===== config.mk =====
export PLATFORM = sky130hd
export DESIGN_NAME = sbc_ctrl
export DESIGN_NICKNAME = d
export VERILOG_FILES = /design/src/rtl/sbc_pkg.sv /design/src/rtl/sbc_sync.sv /design/src/rtl/sbc_seq.sv /design/src/rtl/sbc_regs.sv /design/src/rtl/sbc_route.sv /design/src/rtl/sbc_ctrl.sv
export SDC_FILE = /design/constraint.sdc
export NUM_CORES = 1
export LEC_CHECK = 0
export ABC_CLOCK_PERIOD_IN_PS = 2300
export BUFFER_PORTS_ARGS = -buffer_cell sky130_fd_sc_hd__buf_2
export CORE_MARGIN = 5
export CORE_UTILIZATION = 54
export DETAILED_ROUTE_END_ITERATION = 7
export PLACE_DENSITY_LB_ADDON = 0.05
export SLEW_MARGIN = 20
export SYNTH_ARGS = -nofsm -noshare
export SYNTH_HDL_FRONTEND = slang
export SYNTH_SLANG_ARGS = --single-unit

===== constraint.sdc =====
create_clock -name clk -period 2.3 [get_ports clk]
set_input_delay 0.23 -clock clk [delete_from_list [all_inputs] [get_ports clk]]
set_output_delay 0.23 -clock clk [all_outputs]
set_load 0.005 [all_outputs]

===== src/rtl/sbc_pkg.sv =====
`timescale 1ns/1ps
package sbc_pkg;
  typedef enum logic [1:0] {
    DIR_HIZ     = 2'b00,
    DIR_TO_HDR  = 2'b01,
    DIR_TO_HOST = 2'b10,
    DIR_RSVD    = 2'b11
  } dir_e;

  typedef enum logic [1:0] {PH_CMD, PH_ADDR, PH_DATA} phase_e;

  // strobe cycles per frame: direction bit, address, data
  function automatic int frame_len(input int aw, input int dw);
    return 1 + aw + dw;
  endfunction

  function automatic int dir_reg_of(input int line, input int dw);
    return line / (dw / 2);
  endfunction

  function automatic int dir_lsb_of(input int line, input int dw);
    return 2 * (line % (dw / 2));
  endfunction

  function automatic int dir_reg_count(input int nl, input int dw);
    return (2 * nl + dw - 1) / dw;
  endfunction
endpackage


===== src/rtl/sbc_sync.sv =====
`timescale 1ns/1ps
module sbc_sync #(
  parameter int W = 1
) (
  input  logic         clk,
  input  logic         rst_n,
  input  logic [W-1:0] d,
  output logic [W-1:0] q
);
  logic [W-1:0] meta_q, sync_q;

  always_ff @(posedge clk or negedge rst_n) begin
    if (!rst_n) begin
      meta_q <= '0;
      sync_q <= '0;
    end else begin
      meta_q <= d;
      sync_q <= meta_q;
    end
  end

  assign q = sync_q;
endmodule


===== src/rtl/sbc_seq.sv =====
`timescale 1ns/1ps
module sbc_seq
  import sbc_pkg::*;
#(
  parameter int AW = 8,
  parameter int DW = 16
) (
  input  logic          clk,
  input  logic          rst_n,
  input  logic          clr_s,
  input  logic          stb_s,
  input  logic          din_s,
  input  logic [DW-1:0] rd_data,
  output logic [AW-1:0] rd_addr,
  output logic          wr_en,
  output logic [AW-1:0] wr_addr,
  output logic [DW-1:0] wr_data,
  output logic          dout
);
  localparam int FL = frame_len(AW, DW);
  localparam int CW = $clog2(FL + 1);
  localparam logic [CW-1:0] LAST     = CW'(FL - 1);
  localparam logic [CW-1:0] ADDR_END = CW'(AW);

  logic          stb_d;
  logic [CW-1:0] cnt;
  logic          rw_q;
  logic [DW-2:0] sh;
  logic [AW-1:0] addr_q;
  logic [DW-1:0] osh;
  logic          dout_q;
  phase_e        ph;

  // named internal events
  logic rise_w, fall_w, addr_done_w, last_w, rd_phase_w;

  always_comb begin
    if (cnt == '0)            ph = PH_CMD;
    else if (cnt <= ADDR_END) ph = PH_ADDR;
    else                      ph = PH_DATA;
  end

  assign rise_w      = stb_s & ~stb_d;
  assign fall_w      = ~stb_s & stb_d;
  assign addr_done_w = rise_w && (ph == PH_ADDR) && (cnt == ADDR_END);
  assign last_w      = rise_w && (cnt == LAST);
  assign rd_phase_w  = rw_q && (ph == PH_DATA);

  assign rd_addr = {sh[AW-2:0], din_s};
  assign wr_data = {sh[DW-2:0], din_s};
  assign wr_addr = addr_q;
  assign wr_en   = last_w && !rw_q && !clr_s;
  assign dout    = dout_q;

  always_ff @(posedge clk or negedge rst_n) begin
    if (!rst_n) begin
      stb_d  <= 1'b0;
      cnt    <= '0;
      rw_q   <= 1'b0;
      sh     <= '0;
      addr_q <= '0;
      osh    <= '0;
      dout_q <= 1'b0;
    end else begin
      stb_d <= stb_s;
      if (clr_s) begin
        cnt    <= '0;
        rw_q   <= 1'b0;
        osh    <= '0;
        dout_q <= 1'b0;
      end else begin
        if (rise_w) begin
          if (ph == PH_CMD) rw_q <= din_s;
          else              sh   <= {sh[DW-3:0], din_s};
          cnt <= last_w ? '0 : cnt + 1'b1;
          if (addr_done_w) begin
            addr_q <= rd_addr;
            if (rw_q) osh <= rd_data;
          end
        end
        if (fall_w) begin
          if (rd_phase_w) begin
            dout_q <= osh[DW-1];
            osh    <= {osh[DW-2:0], 1'b0};
          end else begin
            dout_q <= 1'b0;
          end
        end
      end
    end
  end

  a_r1_cnt_range: assert property (@(posedge clk) disable iff (!rst_n)
    cnt <= LAST);
  a_r1_wrap: assert property (@(posedge clk) disable iff (!rst_n)
    (last_w && !clr_s) |=> (cnt == '0));
  a_r2_shift_in: assert property (@(posedge clk) disable iff (!rst_n)
    (rise_w && ph != PH_CMD && !clr_s) |=> (sh[0] == $past(din_s)));
  a_r4_dout_quiet: assert property (@(posedge clk) disable iff (!rst_n)
    (fall_w && !rd_phase_w) |=> !dout_q);
  a_r4_dout_hold: assert property (@(posedge clk) disable iff (!rst_n)
    (!fall_w && !clr_s) |=> $stable(dout_q));
  a_r5_clear_idle: assert property (@(posedge clk) disable iff (!rst_n)
    clr_s |=> (cnt == '0 && !dout_q));
endmodule


===== src/rtl/sbc_regs.sv =====
`timescale 1ns/1ps
module sbc_regs
  import sbc_pkg::*;
#(
  parameter int NL       = 12,
  parameter int NLED     = 4,
  parameter int NEN      = 3,
  parameter int AW       = 8,
  parameter int DW       = 16,
  parameter int DIR_BASE = 'h00,
  parameter int LED_ADDR = 'h10,
  parameter int EN_ADDR  = 'h11
) (
  input  logic            clk,
  input  logic            rst_n,
  input  logic            wr_en,
  input  logic [AW-1:0]   wr_addr,
  input  logic [DW-1:0]   wr_data,
  input  logic [AW-1:0]   rd_addr,
  output logic [DW-1:0]   rd_data,
  output logic [2*NL-1:0] dir_o,
  output logic [NLED-1:0] led_o,
  output logic [NEN-1:0]  en_o
);
  localparam int NDIR = dir_reg_count(NL, DW);

  logic [NLED-1:0] led_q;
  logic [NEN-1:0]  en_q;
  logic            wr_defined_w;

  for (genvar j = 0; j < NL; j++) begin : g_line
    localparam int RI  = dir_reg_of(j, DW);
    localparam int LSB = dir_lsb_of(j, DW);
    localparam logic [AW-1:0] RA = AW'(DIR_BASE + RI);
    logic [1:0] code_q;
    always_ff @(posedge clk or negedge rst_n) begin
      if (!rst_n)                       code_q <= DIR_HIZ;
      else if (wr_en && wr_addr == RA)  code_q <= wr_data[LSB +: 2];
    end
    assign dir_o[2*j +: 2] = code_q;
  end

  always_ff @(posedge clk or negedge rst_n) begin
    if (!rst_n) begin
      led_q <= '0;
      en_q  <= '0;
    end else if (wr_en) begin
      if (wr_addr == AW'(LED_ADDR)) led_q <= wr_data[NLED-1:0];
      if (wr_addr == AW'(EN_ADDR))  en_q  <= wr_data[NEN-1:0];
    end
  end

  always_comb begin
    rd_data = '0;
    for (int j = 0; j < NL; j++) begin
      if (rd_addr == AW'(DIR_BASE + dir_reg_of(j, DW)))
        rd_data[dir_lsb_of(j, DW) +: 2] = dir_o[2*j +: 2];
    end
    if (rd_addr == AW'(LED_ADDR)) rd_data[NLED-1:0] = led_q;
    if (rd_addr == AW'(EN_ADDR))  rd_data[NEN-1:0]  = en_q;
  end

  assign wr_defined_w = ((int'(wr_addr) >= DIR_BASE) && (int'(wr_addr) < DIR_BASE + NDIR))
                        || (wr_addr == AW'(LED_ADDR)) || (wr_addr == AW'(EN_ADDR));

  assign led_o = led_q;
  assign en_o  = en_q;

  a_r3_change_needs_write: assert property (@(posedge clk) disable iff (!rst_n)
    !$stable({dir_o, led_q, en_q}) |-> $past(wr_en));
  a_r6_undef_ignored: assert property (@(posedge clk) disable iff (!rst_n)
    (wr_en && !wr_defined_w) |=> $stable({dir_o, led_q, en_q}));
  a_r11_led_write: assert property (@(posedge clk) disable iff (!rst_n)
    (wr_en && wr_addr == AW'(LED_ADDR)) |=> (led_o == $past(wr_data[NLED-1:0])));
endmodule


===== src/rtl/sbc_route.sv =====
`timescale 1ns/1ps
module sbc_route
  import sbc_pkg::*;
#(
  parameter int NL = 12
) (
  input  logic            clk,
  input  logic            rst_n,
  input  logic [2*NL-1:0] dir_i,
  input  logic [NL-1:0]   host_in,
  input  logic [NL-1:0]   hdr_in,
  output logic [NL-1:0]   host_out,
  output logic [NL-1:0]   host_oe,
  output logic [NL-1:0]   hdr_out,
  output logic [NL-1:0]   hdr_oe
);
  for (genvar j = 0; j < NL; j++) begin : g_pin
    dir_e mode;
    assign mode = dir_e'(dir_i[2*j +: 2]);
    always_comb begin
      hdr_oe[j]   = 1'b0;
      hdr_out[j]  = 1'b0;
      host_oe[j]  = 1'b0;
      host_out[j] = 1'b0;
      case (mode)
        DIR_TO_HDR: begin
          hdr_oe[j]  = 1'b1;
          hdr_out[j] = host_in[j];
        end
        DIR_TO_HOST: begin
          host_oe[j]  = 1'b1;
          host_out[j] = hdr_in[j];
        end
        default: ;
      endcase
    end

    a_r8_one_driver: assert property (@(posedge clk) disable iff (!rst_n)
      !(hdr_oe[j] && host_oe[j]));
    a_r9_hdr_follows: assert property (@(posedge clk) disable iff (!rst_n)
      hdr_oe[j] |-> (hdr_out[j] == host_in[j] && !host_out[j]));
    a_r10_host_follows: assert property (@(posedge clk) disable iff (!rst_n)
      host_oe[j] |-> (host_out[j] == hdr_in[j] && !hdr_out[j]));
  end
endmodule


===== src/rtl/sbc_ctrl.sv =====
`timescale 1ns/1ps
module sbc_ctrl #(
  parameter int NL       = 12,
  parameter int NLED     = 4,
  parameter int NEN      = 3,
  parameter int AW       = 8,
  parameter int DW       = 16,
  parameter int DIR_BASE = 'h00,
  parameter int LED_ADDR = 'h10,
  parameter int EN_ADDR  = 'h11
) (
  input  logic            clk,
  input  logic            rst_n,
  input  logic            clr_i,
  input  logic            stb_i,
  input  logic            din_i,
  output logic            dout_o,
  input  logic [NL-1:0]   host_in,
  output logic [NL-1:0]   host_out,
  output logic [NL-1:0]   host_oe,
  input  logic [NL-1:0]   hdr_in,
  output logic [NL-1:0]   hdr_out,
  output logic [NL-1:0]   hdr_oe,
  output logic [NLED-1:0] led_o,
  output logic [NEN-1:0]  en_o
);
  logic [2:0]      sync_w;
  logic            wr_en_w;
  logic [AW-1:0]   wr_addr_w, rd_addr_w;
  logic [DW-1:0]   wr_data_w, rd_data_w;
  logic [2*NL-1:0] dir_w;

  sbc_sync #(.W(3)) u_sync (
    .clk(clk), .rst_n(rst_n),
    .d({clr_i, stb_i, din_i}),
    .q(sync_w)
  );

  sbc_seq #(.AW(AW), .DW(DW)) u_seq (
    .clk(clk), .rst_n(rst_n),
    .clr_s(sync_w[2]), .stb_s(sync_w[1]), .din_s(sync_w[0]),
    .rd_data(rd_data_w), .rd_addr(rd_addr_w),
    .wr_en(wr_en_w), .wr_addr(wr_addr_w), .wr_data(wr_data_w),
    .dout(dout_o)
  );

  sbc_regs #(
    .NL(NL), .NLED(NLED), .NEN(NEN), .AW(AW), .DW(DW),
    .DIR_BASE(DIR_BASE), .LED_ADDR(LED_ADDR), .EN_ADDR(EN_ADDR)
  ) u_regs (
    .clk(clk), .rst_n(rst_n),
    .wr_en(wr_en_w), .wr_addr(wr_addr_w), .wr_data(wr_data_w),
    .rd_addr(rd_addr_w), .rd_data(rd_data_w),
    .dir_o(dir_w), .led_o(led_o), .en_o(en_o)
  );

  sbc_route #(.NL(NL)) u_route (
    .clk(clk), .rst_n(rst_n),
    .dir_i(dir_w), .host_in(host_in), .hdr_in(hdr_in),
    .host_out(host_out), .host_oe(host_oe),
    .hdr_out(hdr_out), .hdr_oe(hdr_oe)
  );
endmodule


; ---- After elaboration in Yosys (flattened, before gate mapping)
; Index checks and enable logic that the tools add are counted.
[op_classes]
n_addsub = 1
order_cmp = 1
n_eq_ne = 34
n_mux = 79
bitwise_logic = 6
n_reduce_logical = 22
[ops]
columns = cell, count
row1 = 16-bit two-way mux, 6
row2 = 1-bit two-way mux, 54
row3 = 8-bit by 5-bit equality test with 1-bit output (second input constant), 4
row4 = 2-bit two-way mux, 14
row5 = 2-bit by 1-bit equality test with 1-bit output (second input constant), 13
row6 = 2-bit equality test (second input constant), 13
row7 = 8-bit by 1-bit equality test with 1-bit output (second input constant), 2
row8 = 8-bit zero test, 2
row9 = 5-bit two-way mux, 3
row10 = 1-bit logical AND, 8
row11 = 2-bit AND reduction, 3
row12 = 3-bit AND reduction, 2
row13 = 2-bit nonzero test, 3
row14 = 5-bit by 1-bit adder with 5-bit output (second input constant), 1
row15 = 5-bit by 4-bit equality test with 1-bit output (second input constant), 1
row16 = 5-bit equality test (second input constant), 1
row17 = 5-bit by 4-bit <= comparator with 1-bit output (second input constant), 1
row18 = 5-bit zero test, 1
row19 = 4-bit two-way mux, 1
row20 = 1-bit NOT, 4
row21 = 3-bit two-way mux, 1
row22 = 1-bit bitwise AND, 2
row23 = 1-bit zero test, 2
row24 = 2-bit zero test, 1
[totals]
ff_bits = 84
in_bits = 29

; ---- Logic depth before layout (Yosys ltp)
[depth]
word_depth = 11
ltp_mapped = 8

; ---- Cells and area by module
; A second synthesis with hierarchy kept.
[unflattened]
cells_unflattened = 360
area_unflattened_um2 = 4414.2
[by_module_without_submodules]
columns = mod, n_inst, cells_each, area_each_um2
row1 = sbc_seq, 1, 202, 2372.3
row2 = sbc_regs, 1, 104, 1531.5
row3 = sbc_route, 1, 48, 360.3
row4 = sbc_sync, 1, 6, 150.1

; ---- Worst setup path after synthesis
; No wires, ideal clock.
[synth_path]
path_type = reg-to-reg
startpoint = register u_seq.cnt[0]
endpoint = register u_regs.g_line[0].code_q[1]
setup_ns = 0.125
arrival_time_ns = 1.886
t_required_ns = 2.175
path_slack_ns = 0.289
stages_incl_launch_ff = 9
path_buffers = 2
period_less_slack_ns = 2.011
cell_sequence = dfrtp_1 > inv_1 > ha_1 > and3b_1 > nand4_1 > or3_1 > buf_6 > buf_6 > mux2_4
[synth_between]
elab_chain_len = 5
[synth_lines]
columns = item, line
row1 = "start, declared", sbc_seq.sv:26  ; logic [CW-1:0] cnt;
row2 = "start signal, assigned", sbc_seq.sv:75  ; cnt <= last_w ? '0 : cnt + 1'b1;
row3 = 5-bit equality test, sbc_seq.sv:46  ; assign last_w = rise_w && (cnt == LAST);
row4 = 1-bit logical AND, sbc_seq.sv:46
row5 = 1-bit logical AND (2 in a row), sbc_seq.sv:52  ; assign wr_en = last_w && !rw_q && !clr_s;
row6 = 1-bit logical AND, sbc_regs.sv:38  ; else if (wr_en && wr_addr == RA) code_q <= wr_data[LSB +: 2];
row7 = "end signal, assigned", sbc_regs.sv:38
row8 = "end, declared", sbc_regs.sv:35  ; logic [1:0] code_q;
; No other way between the ends.
; A chain may end at the register's enable or synchronous reset.

; ---- Worst setup path in the final report
[layout_path]
startpoint = register u_seq.cnt[0]
endpoint = register u_seq.sh[14]
[layout_between]
elab_chain_len = 6
[layout_lines]
columns = item, line
row1 = 5-bit by 4-bit <= comparator with 1-bit output, sbc_seq.sv:39  ; else if (cnt <= ADDR_END) ph = PH_ADDR;
row2 = 2-bit two-way mux, sbc_seq.sv:39
row3 = 2-bit two-way mux (*), sbc_seq.sv:38  ; if (cnt == '0) ph = PH_CMD;
row4 = 2-bit zero test (*), sbc_seq.sv:73  ; if (ph == PH_CMD) rw_q <= din_s;
row5 = 1-bit NOT (no line) (*), --
row6 = 3-bit AND reduction (no line) (*), --
row7 = "end signal, assigned", sbc_seq.sv:74  ; else sh <= {sh[DW-3:0], din_s};
row8 = "end, declared", sbc_seq.sv:28  ; logic [DW-2:0] sh;
; Every way passes the cells marked *; elsewhere a longest branch is shown, timed or not.

==> impl_summary.log <==
[metrics] run status: finished clean
[metrics] standard-cell rows: 31
[metrics] fraction of power consumed by combinational cells: 5.5%
[metrics] Die W: 96.2 um
[metrics] clock root buffer master: clkbuf_8
[metrics] final slew viol count: 0
[metrics] Worst Path Class, Setup: flip-flop to flip-flop
[metrics] Core ar.: 7250 um^2
[metrics] reg-to-reg slack, setup: 0.16 ns
[metrics] Synthesized Nets: 361
[metrics] number of buffers added by the clock tree synthesis step: 9
[metrics] full die area: 9250 um^2
[metrics] Yosys cell types: 43
[metrics] endpoint type of the worst setup path: flip-flop
[metrics] TritonCTS clock tree: done
[metrics] area of all placed cells without fillers: 4880 um^2
[metrics] CP Data Arrival Time: 2.38 ns
[metrics] launching element type of the critical path: flip-flop
[metrics] wire length of the first global-routing pass: 14.4 mm
[metrics] Placer Congestion: 0.807
[metrics] post-place setup slack: 0.120 ns
[metrics] maximum operating frequency: 467 MHz
[metrics] Yosys top cell area share: 52.4%
[metrics] post-detailed-routing wire length: 8.76 mm
[metrics] setup slack of the critical path after layout: 0.158 ns
[metrics] number of nets still failing antenna checks after routing: 0
[metrics] min-delay worst type: flip-flop to flip-flop
[metrics] Leakage: 2.51 nW
[metrics] share of the clock period used by the worst path after layout: 93.1%
[metrics] average size of a mapped cell: 12.2 um^2
[metrics] Buffers on Ports: 84
[metrics] fraction of final layout cells sized beyond drive strength 1: 42.3%
[metrics] Area growth, synth to finish: 21.5%
[metrics] count of final hold-check violations: 0
[metrics] Vert. Die Dim: 96.2 um
[metrics] H-tree levels: 3
[metrics] setup TNS: 0 ns
[metrics] Via-to-Cell Ratio: 5.51
[metrics] Post-route DRC: 0
[metrics] half-perimeter wire length after detailed placement: 6.23 mm
[metrics] starting utilization of the core area: 55.3%
[metrics] final cell count without fillers: 534
[metrics] CTS sink cnt: 84
[metrics] clock network power share: 40.9%
[metrics] number of antenna violations at the first check in global routing: 0
[metrics] most area-hungry cell type in the Yosys netlist: dfrtp_1
[metrics] normalized max-slew margin: 54.9%
[metrics] number of warnings reported in the yosys synthesis log: 0
[metrics] cell area power density: 589 nW/um^2
[metrics] Worst Skew: 0.00848 ns
[metrics] EDFF count, synth: 0
[metrics] sequential group share of total power: 53.6%
[metrics] post-synthesis cell count: 330
[metrics] proportion of register bits with asynchronous set or reset after synthesis: 100%
[metrics] total internal power: 2.21 mW
[metrics] GRT overflow: 0
[metrics] Yosys reg bits: 84
[metrics] ports placed on the boundary: 85
[metrics] via count of the first global-routing pass: 2978
[metrics] Max Cap Viol: 0
[metrics] worst hold path endpoint: u_sync.q[0]
[metrics] fraction of the yosys area taken by sequential cells: 52.4%
[metrics] final net count: 461
[metrics] unrepaired setup endpoints after global routing: no
[metrics] Setup violations, final: 0
[metrics] GRT Total Usage: 20.4%
[metrics] detailed-route wire length per cell: 16.4 um
[metrics] count of placed standard cells including taps: 514
[metrics] source of the worst register-to-register timing path: u_seq.cnt[0]
[metrics] count of cells along the worst hold path: 0
[metrics] largest net degree at the start of global routing: 48
[metrics] maximum fanout along the worst path: 8
[metrics] synth top area cells: dfrtp_1 (52%), mux2_2 (14%), nor2b_1 (3.9%)
[metrics] via total after detailed routing: 2940
[metrics] actual slew at the worst max-slew pin: 0.673 ns
[metrics] fillers: 600
[metrics] CTS clk-pin slew, worst paths: 0.09 ns
[metrics] first-pass iteration count of the detailed router: 4
[metrics] critical register-to-register path endpoint: u_seq.sh[14]
[metrics] DP Area: 4610 um^2
[metrics] switch share: 22.9%
[metrics] Final Total Pwr: 2.87 mW
[metrics] count of inserted antenna diode cells: 0
[metrics] startpoint of the worst hold path: u_sync.meta_q[0]
[metrics] worst path required time: 2.54 ns
[metrics] maximum count of clock buffers along a single path: 2
[metrics] shortest period the worst path allows: 2.14 ns
[metrics] Net Sw Power: 659 uW
[metrics] Iter 0 DRT Violations: 165
[metrics] most instantiated flip-flop cell in the synthesis netlist: dfrtp_1
[metrics] Max IR drop VDD: 0.379 mV
[metrics] FF-to-FF path depth: 6
[metrics] clock latency on the worst-skew pair: 0.35 ns
[metrics] post-synthesis instance area: 4010 um^2
-- how the worst max path moves through the flow --
| stage | cells past startpoint | startpoint | slack (ns) | to |
|---|---|---|---|---|
| after floorplan | 8 | u_seq.cnt[0] | 0.29 | u_regs.g_line[0].code_q[1] |
| after global placement | 4 | u_seq.sh[0] | 0.19 | u_seq.osh[11] |
| after detailed placement | 7 | u_seq.cnt[0] | 0.12 | u_regs.g_line[2].code_q[0] |
| after CTS | 7 | u_seq.cnt[0] | 0.12 | u_regs.g_line[6].code_q[0] |
| after global routing | 6 | u_seq.cnt[0] | 0.03 | u_seq.osh[12] |
| final | 6 | u_seq.cnt[0] | 0.16 | u_seq.sh[14] |
-- Yosys cell counts (4+ instances only) --
| cell type | instances |
|---|---|
| nor4_1 | 5 |
| mux2_4 | 10 |
| a211oi_1 | 9 |
| nor2_1 | 9 |
| dfrtp_1 | 84 |
| a311oi_1 | 9 |
| clkbuf_1 | 7 |
| and2_1 | 24 |
| nor2b_1 | 25 |
| nor3_1 | 16 |
| inv_1 | 4 |
| buf_2 | 7 |
| mux2_2 | 49 |
| a22oi_1 | 7 |
| nand2_1 | 22 |
-- cell type report --
cell class	count	area, um^2	area share [%]
flip-flops and latches	84	2100	43.1
inverters	4	15.0	0.308
multi-input cells	225	1810	37.1
well taps	99	124	2.54
clock inverters	5	85.1	1.74
clock buffers	11	141	2.90
repair buffers	106	602	12.3
-- logic make-up after synthesis --
kind of cell    after synthesis  synth area share [%]
simple gates                126                  18.6
flops                        84                  52.4
mux                          63                  19.4
compound gates               34                  6.45
buf+inv                      21                  2.56
fa+ha+maj                     2                 0.624
-- timing repair --
item                                    CTS  global route
setup buffers                             0             0
hold endpoints to repair                 47             0
hold buffers                              4             0
gates resized for setup                   0             1
endpoints found under the setup margin    0            13
-- cell usage in the layout, fill, tap and decap left out, types with 3 or more instances in the layout --
cell / count
nand2_1: 22
dlygate4sd3_1: 4
mux4_2: 3
nor3_1: 16
a311oi_1: 9
nor2b_1: 25
clkbuf_8: 10
mux2_4: 10
nand2b_1: 3
inv_1: 4
a22oi_1: 7
and2_1: 24
a211oi_1: 9
buf_2: 83
nor4_1: 5
nor2_1: 9
mux2_2: 49
or3_1: 3
buf_4: 18
dfrtp_1: 84
nand3b_1: 3
-- power by group through the flow --
stage                     combinational [mW]  clock [mW]  sequential, mW
after floorplan                       0.0774           0            1.55
after global placement                 0.153           0            1.57
after detailed placement               0.156           0            1.57
after CTS                              0.162        1.21            1.54
after global routing                   0.176        1.27            1.54
final                                  0.159        1.17            1.54
-- through the flow --
step	hold WS, ns	utilization, %
after floorplan	-0.0656	-
after global placement	0.279	63.5
after detailed placement	0.284	63.5
after CTS	0.360	67.2
after global routing	0.375	67.2
final	0.357	67.2
-- sequential cells by signal, summed over array words and instances, names as in the netlist --
| signal | flops |
|---|---|
| u_sync.q | 3 |
| u_regs.en_o | 3 |
| u_regs.g_line.code_q | 24 |
| u_seq.sh | 15 |
| u_seq.osh | 16 |
| u_regs.led_o | 4 |
| u_seq.wr_addr | 8 |
| u_seq.rw_q | 1 |
| u_sync.meta_q | 3 |
| u_seq.cnt | 5 |
| u_seq.dout | 1 |
| u_seq.stb_d | 1 |
-- layer usage --
metal / up-vias / wire [um] / global-route usage [%]
li1: 1390 / - / -
met1: 1460 / 4020 / 27.5
met2: 83 / 4190 / 33.4
met3: 7 / 453 / 3.44
met4: 0 / 89 / 6.75
met5: - / 0 / 0
-- critical path, stage by stage, from the launching register on --
cell and delay, ns:
dfrtp_1 0.40, inv_1 0.06, ha_1 0.23, nor4b_1 0.17
nor3_2 0.53, buf_4 0.30, mux2_2 0.35
Power figures use the tool's default switching activity.
